==> src/rtl/gpi_irq_pkg.sv <==
package gpi_irq_pkg;

    localparam int unsigned REG_W  = 8;
    localparam int unsigned ADDR_W = 5;
    localparam int unsigned RETRIG_BIT = 4;

    typedef enum logic [2:0] {
        K_NONE,
        K_CFG,
        K_GSTAT,
        K_PEND,
        K_EN,
        K_MODE,
        K_POL
    } reg_kind_e;

    typedef struct packed {
        reg_kind_e  kind;
        logic [1:0] bank;
    } reg_sel_t;

    typedef enum logic [1:0] {
        OUT_IDLE,
        OUT_ASSERT,
        OUT_GAP
    } out_state_e;

    function automatic reg_sel_t decode_addr(input logic [ADDR_W-1:0] a,
                                             input int unsigned nbanks);
        reg_sel_t s;
        s.bank = a[1:0];
        s.kind = K_NONE;
        case (a[4:2])
            3'd0: begin
                if (a[1:0] == 2'd0)      s.kind = K_CFG;
                else if (a[1:0] == 2'd1) s.kind = K_GSTAT;
            end
            3'd1: s.kind = K_PEND;
            3'd2: s.kind = K_EN;
            3'd3: s.kind = K_MODE;
            3'd4: s.kind = K_POL;
            default: s.kind = K_NONE;
        endcase
        if ((s.kind == K_PEND || s.kind == K_EN || s.kind == K_MODE || s.kind == K_POL)
            && (int'(s.bank) >= int'(nbanks)))
            s.kind = K_NONE;
        return s;
    endfunction

endpackage

==> src/rtl/gpi_sync_detect.sv <==
module gpi_sync_detect #(
    parameter int unsigned NUM_PINS = 24
) (
    input  logic                clk,
    input  logic                rst,
    input  logic [NUM_PINS-1:0] pins,
    input  logic [NUM_PINS-1:0] pol,
    output logic [NUM_PINS-1:0] act_lvl,
    output logic [NUM_PINS-1:0] act_edge
);

    logic [NUM_PINS-1:0] meta_q;
    logic [NUM_PINS-1:0] sync_q;
    logic [NUM_PINS-1:0] prev_q;

    for (genvar i = 0; i < NUM_PINS; i++) begin : g_pin
        always_ff @(posedge clk) begin
            if (rst) begin
                meta_q[i] <= 1'b0;
                sync_q[i] <= 1'b0;
                prev_q[i] <= 1'b0;
            end else begin
                meta_q[i] <= pins[i];
                sync_q[i] <= meta_q[i];
                prev_q[i] <= sync_q[i];
            end
        end

        always_comb begin
            act_lvl[i]  = pol[i] ? sync_q[i] : ~sync_q[i];
            act_edge[i] = pol[i] ? (sync_q[i] & ~prev_q[i])
                                 : (~sync_q[i] & prev_q[i]);
        end
    end

endmodule

==> src/rtl/gpi_regfile.sv <==
module gpi_regfile
    import gpi_irq_pkg::*;
#(
    parameter int unsigned NUM_BANKS = 3,
    localparam int unsigned NUM_PINS = NUM_BANKS * REG_W
) (
    input  logic                clk,
    input  logic                rst,
    input  logic                bus_en,
    input  logic                bus_we,
    input  logic [ADDR_W-1:0]   bus_addr,
    input  logic [REG_W-1:0]    bus_wdata,
    input  logic [NUM_PINS-1:0] ev,
    output logic [NUM_PINS-1:0] en_q,
    output logic [NUM_PINS-1:0] mode_q,
    output logic [NUM_PINS-1:0] pol_q,
    output logic [NUM_PINS-1:0] pend_q,
    output logic [NUM_PINS-1:0] pend_d,
    output logic                retrig_q,
    output logic                pend_rd,
    output logic [REG_W-1:0]    rd_data
);

    reg_sel_t            sel;
    logic                wr;
    logic                rd;
    logic [NUM_PINS-1:0] clr;
    logic                gstat_q;
    logic                gstat_clr;
    logic [REG_W-1:0]    rd_mux;

    always_comb begin
        sel       = decode_addr(bus_addr, NUM_BANKS);
        wr        = bus_en & bus_we;
        rd        = bus_en & ~bus_we;
        pend_rd   = rd && (sel.kind == K_PEND);
        gstat_clr = wr && (sel.kind == K_GSTAT) && bus_wdata[0];
        for (int b = 0; b < NUM_BANKS; b++)
            clr[b*REG_W +: REG_W] = {REG_W{pend_rd && (int'(sel.bank) == b)}};
        pend_d = (pend_q & ~clr) | ev;
    end

    always_ff @(posedge clk) begin
        if (rst) begin
            en_q     <= '0;
            mode_q   <= '0;
            pol_q    <= '0;
            retrig_q <= 1'b0;
        end else if (wr) begin
            if (sel.kind == K_CFG)
                retrig_q <= bus_wdata[RETRIG_BIT];
            for (int b = 0; b < NUM_BANKS; b++) begin
                if (int'(sel.bank) == b) begin
                    if (sel.kind == K_EN)   en_q[b*REG_W +: REG_W]   <= bus_wdata;
                    if (sel.kind == K_MODE) mode_q[b*REG_W +: REG_W] <= bus_wdata;
                    if (sel.kind == K_POL)  pol_q[b*REG_W +: REG_W]  <= bus_wdata;
                end
            end
        end
    end

    always_ff @(posedge clk) begin
        if (rst) begin
            pend_q  <= '0;
            gstat_q <= 1'b0;
        end else begin
            pend_q  <= pend_d;
            gstat_q <= (|ev) | (gstat_q & ~gstat_clr);
        end
    end

    always_comb begin
        rd_mux = '0;
        case (sel.kind)
            K_CFG:   rd_mux[RETRIG_BIT] = retrig_q;
            K_GSTAT: rd_mux[0] = gstat_q;
            default: begin
                for (int b = 0; b < NUM_BANKS; b++) begin
                    if (int'(sel.bank) == b) begin
                        if (sel.kind == K_PEND) rd_mux = pend_q[b*REG_W +: REG_W];
                        if (sel.kind == K_EN)   rd_mux = en_q[b*REG_W +: REG_W];
                        if (sel.kind == K_MODE) rd_mux = mode_q[b*REG_W +: REG_W];
                        if (sel.kind == K_POL)  rd_mux = pol_q[b*REG_W +: REG_W];
                    end
                end
            end
        endcase
    end

    always_ff @(posedge clk) begin
        if (rst)     rd_data <= '0;
        else if (rd) rd_data <= rd_mux;
    end

endmodule

==> src/rtl/gpi_irq_out.sv <==
module gpi_irq_out
    import gpi_irq_pkg::*;
#(
    parameter int unsigned GAP_CYCLES = 2500,
    localparam int unsigned CNT_W = $clog2(GAP_CYCLES + 1)
) (
    input  logic clk,
    input  logic rst,
    input  logic retrig,
    input  logic pend_any_q,
    input  logic pend_any_d,
    input  logic pend_rd,
    output logic irq_n,
    output logic in_gap
);

    out_state_e       state_q;
    out_state_e       state_d;
    logic [CNT_W-1:0] cnt_q;
    logic [CNT_W-1:0] cnt_d;

    always_comb begin
        state_d = state_q;
        cnt_d   = cnt_q;
        case (state_q)
            OUT_IDLE: begin
                if (pend_any_q) state_d = OUT_ASSERT;
            end
            OUT_ASSERT: begin
                if (pend_rd) begin
                    if (!pend_any_d) begin
                        state_d = OUT_IDLE;
                    end else if (retrig) begin
                        state_d = OUT_GAP;
                        cnt_d   = CNT_W'(GAP_CYCLES - 1);
                    end
                end else if (!pend_any_q) begin
                    state_d = OUT_IDLE;
                end
            end
            OUT_GAP: begin
                if (cnt_q == '0)
                    state_d = pend_any_q ? OUT_ASSERT : OUT_IDLE;
                else
                    cnt_d = cnt_q - 1'b1;
            end
            default: state_d = OUT_IDLE;
        endcase
    end

    always_ff @(posedge clk) begin
        if (rst) begin
            state_q <= OUT_IDLE;
            cnt_q   <= '0;
        end else begin
            state_q <= state_d;
            cnt_q   <= cnt_d;
        end
    end

    assign irq_n  = (state_q != OUT_ASSERT);
    assign in_gap = (state_q == OUT_GAP);

endmodule

==> src/rtl/gpi_irq_aggregator.sv <==
module gpi_irq_aggregator
    import gpi_irq_pkg::*;
#(
    parameter int unsigned NUM_BANKS  = 3,
    parameter int unsigned CLK_HZ     = 50_000_000,
    parameter int unsigned GAP_CYCLES = (CLK_HZ / 20_000 > 0) ? CLK_HZ / 20_000 : 1,
    localparam int unsigned NUM_PINS  = NUM_BANKS * REG_W
) (
    input  logic                clk,
    input  logic                rst,
    input  logic [NUM_PINS-1:0] gpi_in,
    input  logic                bus_en,
    input  logic                bus_we,
    input  logic [ADDR_W-1:0]   bus_addr,
    input  logic [REG_W-1:0]    bus_wdata,
    output logic [REG_W-1:0]    rd_data,
    output logic                irq_n
);

    logic [NUM_PINS-1:0] act_lvl;
    logic [NUM_PINS-1:0] act_edge;
    logic [NUM_PINS-1:0] ev;
    logic [NUM_PINS-1:0] en_q;
    logic [NUM_PINS-1:0] mode_q;
    logic [NUM_PINS-1:0] pol_q;
    logic [NUM_PINS-1:0] pend_q;
    logic [NUM_PINS-1:0] pend_d;
    logic                retrig_q;
    logic                pend_rd;
    logic                in_gap;

    gpi_sync_detect #(.NUM_PINS(NUM_PINS)) sync_i (
        .clk      (clk),
        .rst      (rst),
        .pins     (gpi_in),
        .pol      (pol_q),
        .act_lvl  (act_lvl),
        .act_edge (act_edge)
    );

    always_comb ev = en_q & ((mode_q & act_lvl) | (~mode_q & act_edge));

    gpi_regfile #(.NUM_BANKS(NUM_BANKS)) regs_i (
        .clk       (clk),
        .rst       (rst),
        .bus_en    (bus_en),
        .bus_we    (bus_we),
        .bus_addr  (bus_addr),
        .bus_wdata (bus_wdata),
        .ev        (ev),
        .en_q      (en_q),
        .mode_q    (mode_q),
        .pol_q     (pol_q),
        .pend_q    (pend_q),
        .pend_d    (pend_d),
        .retrig_q  (retrig_q),
        .pend_rd   (pend_rd),
        .rd_data   (rd_data)
    );

    gpi_irq_out #(.GAP_CYCLES(GAP_CYCLES)) out_i (
        .clk        (clk),
        .rst        (rst),
        .retrig     (retrig_q),
        .pend_any_q (|pend_q),
        .pend_any_d (|pend_d),
        .pend_rd    (pend_rd),
        .irq_n      (irq_n),
        .in_gap     (in_gap)
    );

endmodule

==> config.mk <==
export PLATFORM = sky130hd
export DESIGN_NAME = gpi_irq_aggregator
export DESIGN_NICKNAME = d
export VERILOG_FILES = /design/src/rtl/gpi_irq_pkg.sv /design/src/rtl/gpi_sync_detect.sv /design/src/rtl/gpi_regfile.sv /design/src/rtl/gpi_irq_out.sv /design/src/rtl/gpi_irq_aggregator.sv
export SDC_FILE = /design/constraint.sdc
export NUM_CORES = 1
export LEC_CHECK = 0
export ABC_CLOCK_PERIOD_IN_PS = 3700
export BUFFER_PORTS_ARGS = -buffer_cell sky130_fd_sc_hd__buf_2
export CAP_MARGIN = 20
export CORE_ASPECT_RATIO = 1.1
export CORE_MARGIN = 2
export CORE_UTILIZATION = 25
export DETAILED_ROUTE_END_ITERATION = 6
export SLEW_MARGIN = 0
export SYNTH_ARGS = -nofsm -noshare
export SYNTH_HDL_FRONTEND = slang
export SYNTH_SLANG_ARGS = --single-unit
==> constraint.sdc <==
create_clock -name clk -period 3.7 [get_ports clk]
set_input_delay 0.185 -clock clk [delete_from_list [all_inputs] [get_ports clk]]
set_output_delay 0.185 -clock clk [all_outputs]
set_load 0.01 [all_outputs]
Yosys cells after proc, flatten, opt, wreduce, memory -nomap -nowiden
Index checks and enable logic that the tools add are counted.
{ "word_totals": {"regBits": 192, "mem_count": 0, "mem_bits_ro": 0, "input_bits": 41, "output_inout_bits": 9, "ramBits": 0, "latchBits": 0, "word_cells": 343} }
{ "classes": {"div_mod_pow": 0, "mux": 84, "n_reduce_logical": 32, "eq_ne": 28, "n_mul": 0, "shifts": 0, "magnitude_cmp": 1, "addsub": 1, "n_bitwise": 110} }
{ "ops": {"columns": ["operator", "count"], "rows": [
  ["$mux W8", 15],
  ["$and A24 B24 Y24", 4],
  ["$reduce_or A24 Y1", 3],
  ["$and A1 B1 Y1", 51],
  ["$not A1 Y1", 50],
  ["$mux W1", 49],
  ["$mux W12", 4],
  ["$not A24 Y24", 2],
  ["$or A24 B24 Y24", 2],
  ["$reduce_and A3 Y1", 9],
  ["$pmux W12 S2", 1],
  ["$eq A3 B3 Y1 const B", 7],
  ["$eq A3 B2 Y1 const B", 5],
  ["$pmux W3 S5", 1],
  ["$mux W2", 7],
  ["$logic_not A12 Y1", 1],
  ["$mux W3", 4],
  ["$sub A12 B1 Y12 const B", 1],
  ["$ne A2 B1 Y1 const B", 5],
  ["$logic_and A1 B1 Y1", 7],
  ["$eq A2 B2 Y1 const B", 3],
  ["$eq A3 B1 Y1 const B", 2],
  ["$logic_not A2 Y1", 3],
  ["$pmux W2 S3", 1],
  ["other kinds (14)", 19]
]} }

Logic depth before layout (Yosys ltp)
{ "logic_depth": {"ltp_word": 27, "ltp_mapped": 10, "depth_no_buf": 9} }

By module
Synthesis repeated with hierarchy kept, for this count alone.
{ "hier_totals": {"hier_cells": 985, "hier_area_um2": 8938.6} }
{ "by_module_without_submodules": {"columns": ["module", "cells_per_inst", "seq_area_each_um2", "area_per_inst_um2", "n_inst"], "rows": [
  ["gpi_regfile", 576, 2122.0, 5059.9, 1],
  ["gpi_sync_detect", 248, 1441.4, 2582.5, 1],
  ["gpi_irq_out", 97, 280.3, 803.3, 1],
  ["gpi_irq_aggregator", 64, 0.0, 493.0, 1]
]} }

Worst setup path before layout
OpenSTA, ideal clock, no wires.
{ "synth_path": {"path_type": "flip-flop to flip-flop", "from": "reg out_i.cnt_q[0]", "to": "reg out_i.cnt_q[6]", "arrival_ns": 2.214, "setup_time_ns": 0.120, "period_less_slack_ns": 2.334, "setup_slack_ns": 1.366, "n_path_buf": 1, "t_required_ns": 3.580, "path_stages_with_launch": 11, "path_cell_list": "dfxtp_1 > inv_1 > ha_1 > or3b_4 > or4_4 > buf_6 > nor3_4 > nor2_2 > a21oi_4 > nor3_2 > o31a_1"} }
{ "synth_via": {"elab_chain_cells": 3, "elab_cells_between_ends": 6, "cone_classes": "add/sub: 1; eq/ne: 1; mux: 2; reduce/logical: 2"} }
{ "synth_lines": {"columns": ["item", "line", "source"], "rows": [
  ["start: declaration", "gpi_irq_out.sv:19", "logic [CNT_W-1:0] cnt_q;"],
  ["start signal: assignment", "gpi_irq_out.sv:57", "cnt_q <= cnt_d;"],
  ["$sub A12 B1 Y12 or $logic_not A12 Y1 (tied branches)", "gpi_irq_out.sv:45, gpi_irq_out.sv:42", null],
  ["$mux W12 or $ne A2 B2 Y1 (tied branches)", null, null],
  ["$pmux W12 S2 or $reduce_and A5 Y1 (tied branches)", null, null]
]} }
Several ways; a longest one is shown, not always the timed one. The select of a mux whose other input is x is not followed.
A chain may end at the register's enable or synchronous reset.

Worst setup path in the final report
{ "layout_path": {"from": "reg regs_i.pol_q[15]", "to": "reg out_i.cnt_q[9]"} }
{ "layout_via": {"elab_chain_cells": 8, "elab_cells_between_ends": 10, "cone_classes": "eq/ne: 1; mux: 2; bitwise: 5; reduce/logical: 2"} }
{ "layout_lines": {"columns": ["item", "line", "source"], "rows": [
  ["start: declaration", "gpi_regfile.sv:16", "output logic [NUM_PINS-1:0] pol_q,"],
  ["start signal: indexed assignment", "gpi_regfile.sv:56", "if (sel.kind == K_POL) pol_q[b*REG_W +: REG_W] <= bus_wdata;"],
  ["$mux W1, on equally long branches", "gpi_sync_detect.sv:30, gpi_sync_detect.sv:31", null],
  ["$and A24 B24 Y24", "gpi_irq_aggregator.sv:41", "always_comb ev = en_q & ((mode_q & act_lvl) | (~mode_q & act_edge));"],
  ["$or A24 B24 Y24 (*)", "gpi_irq_aggregator.sv:41", null],
  ["$and A24 B24 Y24 (*)", "gpi_irq_aggregator.sv:41", null],
  ["$or A24 B24 Y24 (*)", "gpi_regfile.sv:40", "pend_d = (pend_q & ~clr) | ev;"],
  ["$reduce_or A24 Y1 (*)", "gpi_irq_aggregator.sv:66", ".pend_any_d (|pend_d),"],
  ["$ne A2 B1 Y1 (no line) (*)", null, null],
  ["$reduce_and A5 Y1 (no line) (*)", null, null]
]} }
Mark *: on every way between the ends. The rest lies on a longest branch, timed or not.

==> impl_metrics.toml <==
[power_and_ir_drop]
combinationalPowerShare_pct = 6.2
power.net_switching_mw = 1.06
pwr-share-clk_pct = 43.0
power.density_cell_area_nw_per_um2 = 427
peak_supply_drop_uv = 309
p_int_mw = 3.10
power.static_leakage_nw = 3.68
p_sw_share_pct = 25.5
share_seq_of_total_power_pct = 50.9

[cts]
clk_pin_slew_ns = 0.08
cts_setup_buffers = 0
ctsHtreeMaxLevel = 4
root_driver = "sky130_fd_sc_hd__clkbuf_16"
maximum_root_to_sink_buffer_count = 2
cts-buffers-inserted = 17
tritoncts_clock_tree = "done"
cts.sinks = 192
clkLatencyLatePin_ns = 0.44

[routing]
drtAntennaViolNets = 0
detail_route.iter0.violations = 542
dr_total_vias = 6856
total_drc_errors_in_the_routed_layout = 0
routed_via_density = 4.90
wl_um = 23700
routedWlPerCell_um = 17.0
detailedRoute.firstPassIterationCount = 5

[sta]
hold_viol_final = 0
finalCriticalPeriod_ns = 2.79
setup_viol = 0
grt_setup_unrepaired = "no"
worstMarginPinSlew_ns = 0.852
min_period_over_period_pct = 75.4
timing.clock.skew_ns = 0.0112
slew-limit-headroom_pct = 42.7
finalSetupTns_ns = 0
achievable-frequency_mhz = 358
final_max_slew_viol_count = 0

[critical_path]
critPathKind = "register to register"
crit_chain = "xor2_1 -> o211ai_1 -> nand4_1 -> or4_4 -> o31ai_4 -> o21ai_2 -> a211oi_2"
worst-endpoint-required_ns = 4.06
worst_path_max_delay_cell = "sky130_fd_sc_hd__o31ai_4"
critical_path.reg2reg.startpoint = "regs_i.pol_q[15]"
crit_path_start_kind = "register"
r2r_end = "out_i.cnt_q[9]"
timing.reg2reg.worst_path_depth = 7
endpoint = "out_i.cnt_q[9]"
cp-end-kind = "register"
critical_path.max_stage_delay_ns = 0.64
worst-path-max-fanout = 13
worstPathArrival_ns = 3.15
reg2reg_setup_slack_ns = 0.91
worst_setup_path_startpoint = "regs_i.pol_q[15]"

[synthesis]
post_synth_inst_count = 911
synth_top_cell_area_share_pct = 46.3
postSynthRegisterBits = 192
synth_fp_nets = 953
ys_top_cells_by_area = "sky130_fd_sc_hd__dfxtp_1 (46%), sky130_fd_sc_hd__mux2i_1 (8.0%), sky130_fd_sc_hd__nor2b_1 (6.6%)"
syn_avg_cell_area_um2 = 9.11
synth-seq-area-share_pct = 46.3
synthArstFlopShare_pct = 0
synth_area_leader_cell = "sky130_fd_sc_hd__dfxtp_1"
yosysWarningCount = 0
top_ff_cell_synth = "sky130_fd_sc_hd__dfxtp_1"
synth_enable_flop_cells = 0
synthesis.area_um2 = 8300
synth.distinct_cells = 63

[grt]
grt_max_degree = 107
grt_remaining_overflow = 0
via_count_of_the_first_global_routing_pass = 6464
grt_antenna_before_repair = 4
grt_first_pass_wirelength_um = 37300
global_route_usage_over_all_layers_pct = 13.9

[floorplanning]
floorplan.initialDensity_pct = 25.5
die_area_um2 = 34700
std_cell_rows = 69
coreArea_um2 = 32500
die_w_um = 178
die_h_um = 195
pin_count = 50

[cells_and_area]
area.growth.synth_to_final_pct = 17.5
instances_no_fill = 1398
num-nets-final = 1000
final_layout_size_suffix_gt1_share_pct = 12.7

[min_path]
hold_path_class = "input port to register"
hold_path_depth = 3

[place]
port_buffers = 49
finalWeightedCongestion = 0.922
post_detail_place_hpwl_um = 16300
post-place-cells = 1341

[run_status]
status = "finished clean"

[flow_run]
max_cap_viol_count = 0
[power by group through the flow]
| stage | combinational [mW] | clock [mW] | sequential (mW) |
|---|---|---|---|
| 2_1_floorplan | 0.152 | 0 | 2.16 |
| 3_3_place_gp | 0.239 | 0 | 2.17 |
| 3_5_place_dp | 0.239 | 0 | 2.17 |
| 4_1_cts | 0.260 | 1.83 | 2.12 |
| 5_1_grt | 0.280 | 1.91 | 2.12 |
| 6_report | 0.257 | 1.79 | 2.12 |
[stage by stage]
| step | utilization, % | area [µm²] | hold WS (ns) | total power [mW] | worst slack, ns |
|---|---|---|---|---|---|
| after floorplan | - | 8300 | 0.313 | 2.32 | 1.37 |
| after global placement | 27.5 | 8950 | 0.404 | 2.41 | 0.900 |
| after detailed placement | 27.5 | 8950 | 0.397 | 2.41 | 0.885 |
| after CTS | 30.0 | 9750 | 0.104 | 4.21 | 0.950 |
| after global routing | 30.0 | 9760 | 0.121 | 4.31 | 0.782 |
| final | 30.0 | 9760 | 0.122 | 4.17 | 0.909 |
[registers in the layout, indices dropped and copies added (netlist names)]
signal,flops
sync_i.prev_q,24
sync_i.sync_q,24
out_i.cnt_q,12
regs_i.en_q,24
regs_i.rd_data,8
regs_i.pol_q,24
regs_i.gstat_q,1
regs_i.retrig_q,1
out_i.state_q,2
regs_i.pend_q,24
regs_i.mode_q,24
sync_i.meta_q,24
[cell usage in the layout (no fill, tap or decap), types with 12 or more instances in the layout]
master and n:
sky130_fd_sc_hd__o211ai_1 20, sky130_fd_sc_hd__o21ai_0 17, sky130_fd_sc_hd__xnor2_1 17, sky130_fd_sc_hd__nor2_1 91
sky130_fd_sc_hd__xor2_1 16, sky130_fd_sc_hd__dlygate4sd3_1 24, sky130_fd_sc_hd__clkbuf_16 17, sky130_fd_sc_hd__nand2_1 81
sky130_fd_sc_hd__mux2i_1 66, sky130_fd_sc_hd__nand3_1 34, sky130_fd_sc_hd__a21oi_1 71, sky130_fd_sc_hd__buf_2 48
sky130_fd_sc_hd__buf_4 12, sky130_fd_sc_hd__a22oi_1 18, sky130_fd_sc_hd__dfxtp_1 192, sky130_fd_sc_hd__nor2b_1 88
[worst min-delay path by stage]
stage                  from           endpoint
6_report       bus_wdata[2]    regs_i.pol_q[2]
5_1_grt        bus_wdata[2]    regs_i.pol_q[2]
4_1_cts        bus_wdata[2]    regs_i.pol_q[2]
3_5_place_dp     gpi_in[14]  sync_i.meta_q[14]
3_3_place_gp     gpi_in[14]  sync_i.meta_q[14]
2_1_floorplan     gpi_in[0]   sync_i.meta_q[0]
[area by class of cell]
class | count | area, µm²
fillers | 3390 | 22800
multi-input cells | 656 | 4190
flip-flops and latches | 192 | 3840
repair buffers | 86 | 602
well taps | 426 | 533
clock buffers | 18 | 439
clock inverters | 14 | 124
inverters | 5 | 18.8
diodes | 1 | 2.50
[critical path: cells and delay by family (launching register included)]
kind             cells  cell delay (ns)
AO/OA/AOI/OAI        4             1.39
XOR/XNOR             1             0.17
flip-flops           1             0.37
AND/OR/NAND/NOR      2             0.77
[what timing repair did]
action | 4_1_cts | 5_1_grt
setup endpoints to repair | 0 | 0
hold buffers | 24 | 0
hold endpoints to repair | 24 | 0
gates resized for setup | 0 | 0
[synth_stat cells, drive strengths merged (17+ instances only)]
library cell / instances
a21oi: 73
a22oi: 18
clkbuf: 43
dfxtp: 192
mux2i: 66
nand2: 81
nand3: 34
nor2: 92
nor2b: 88
o211ai: 27
o21ai: 19
xnor2: 17
[cell families (layout without fill, tap and decap cells)]
| kind of cell | after synthesis | after routing | synth area share, % |
|---|---|---|---|
| AO/OA/AOI/OAI | 203 | 203 | 16.7 |
| XOR/XNOR | 33 | 33 | 3.48 |
| adder cells (fa/ha/maj) | 1 | 1 | 0.151 |
| buffers and inverters | 63 | 123 | 3.23 |
| flip-flops | 192 | 192 | 46.3 |
| multiplexers | 70 | 70 | 8.50 |
| other | 0 | 1 | 0 |
| AND/OR/NAND/NOR | 349 | 349 | 21.6 |
[metal layers]
layer | track usage, % | wire length, µm | vias to the layer above
li1 | - | - | 3303
met1 | 18.6 | 10800 | 3326
met2 | 21.5 | 10900 | 183
met3 | 3.41 | 1390 | 38
met4 | 5.37 | 569 | 6
met5 | 0 | 36 | -
(Power assumes the default switching activity.)
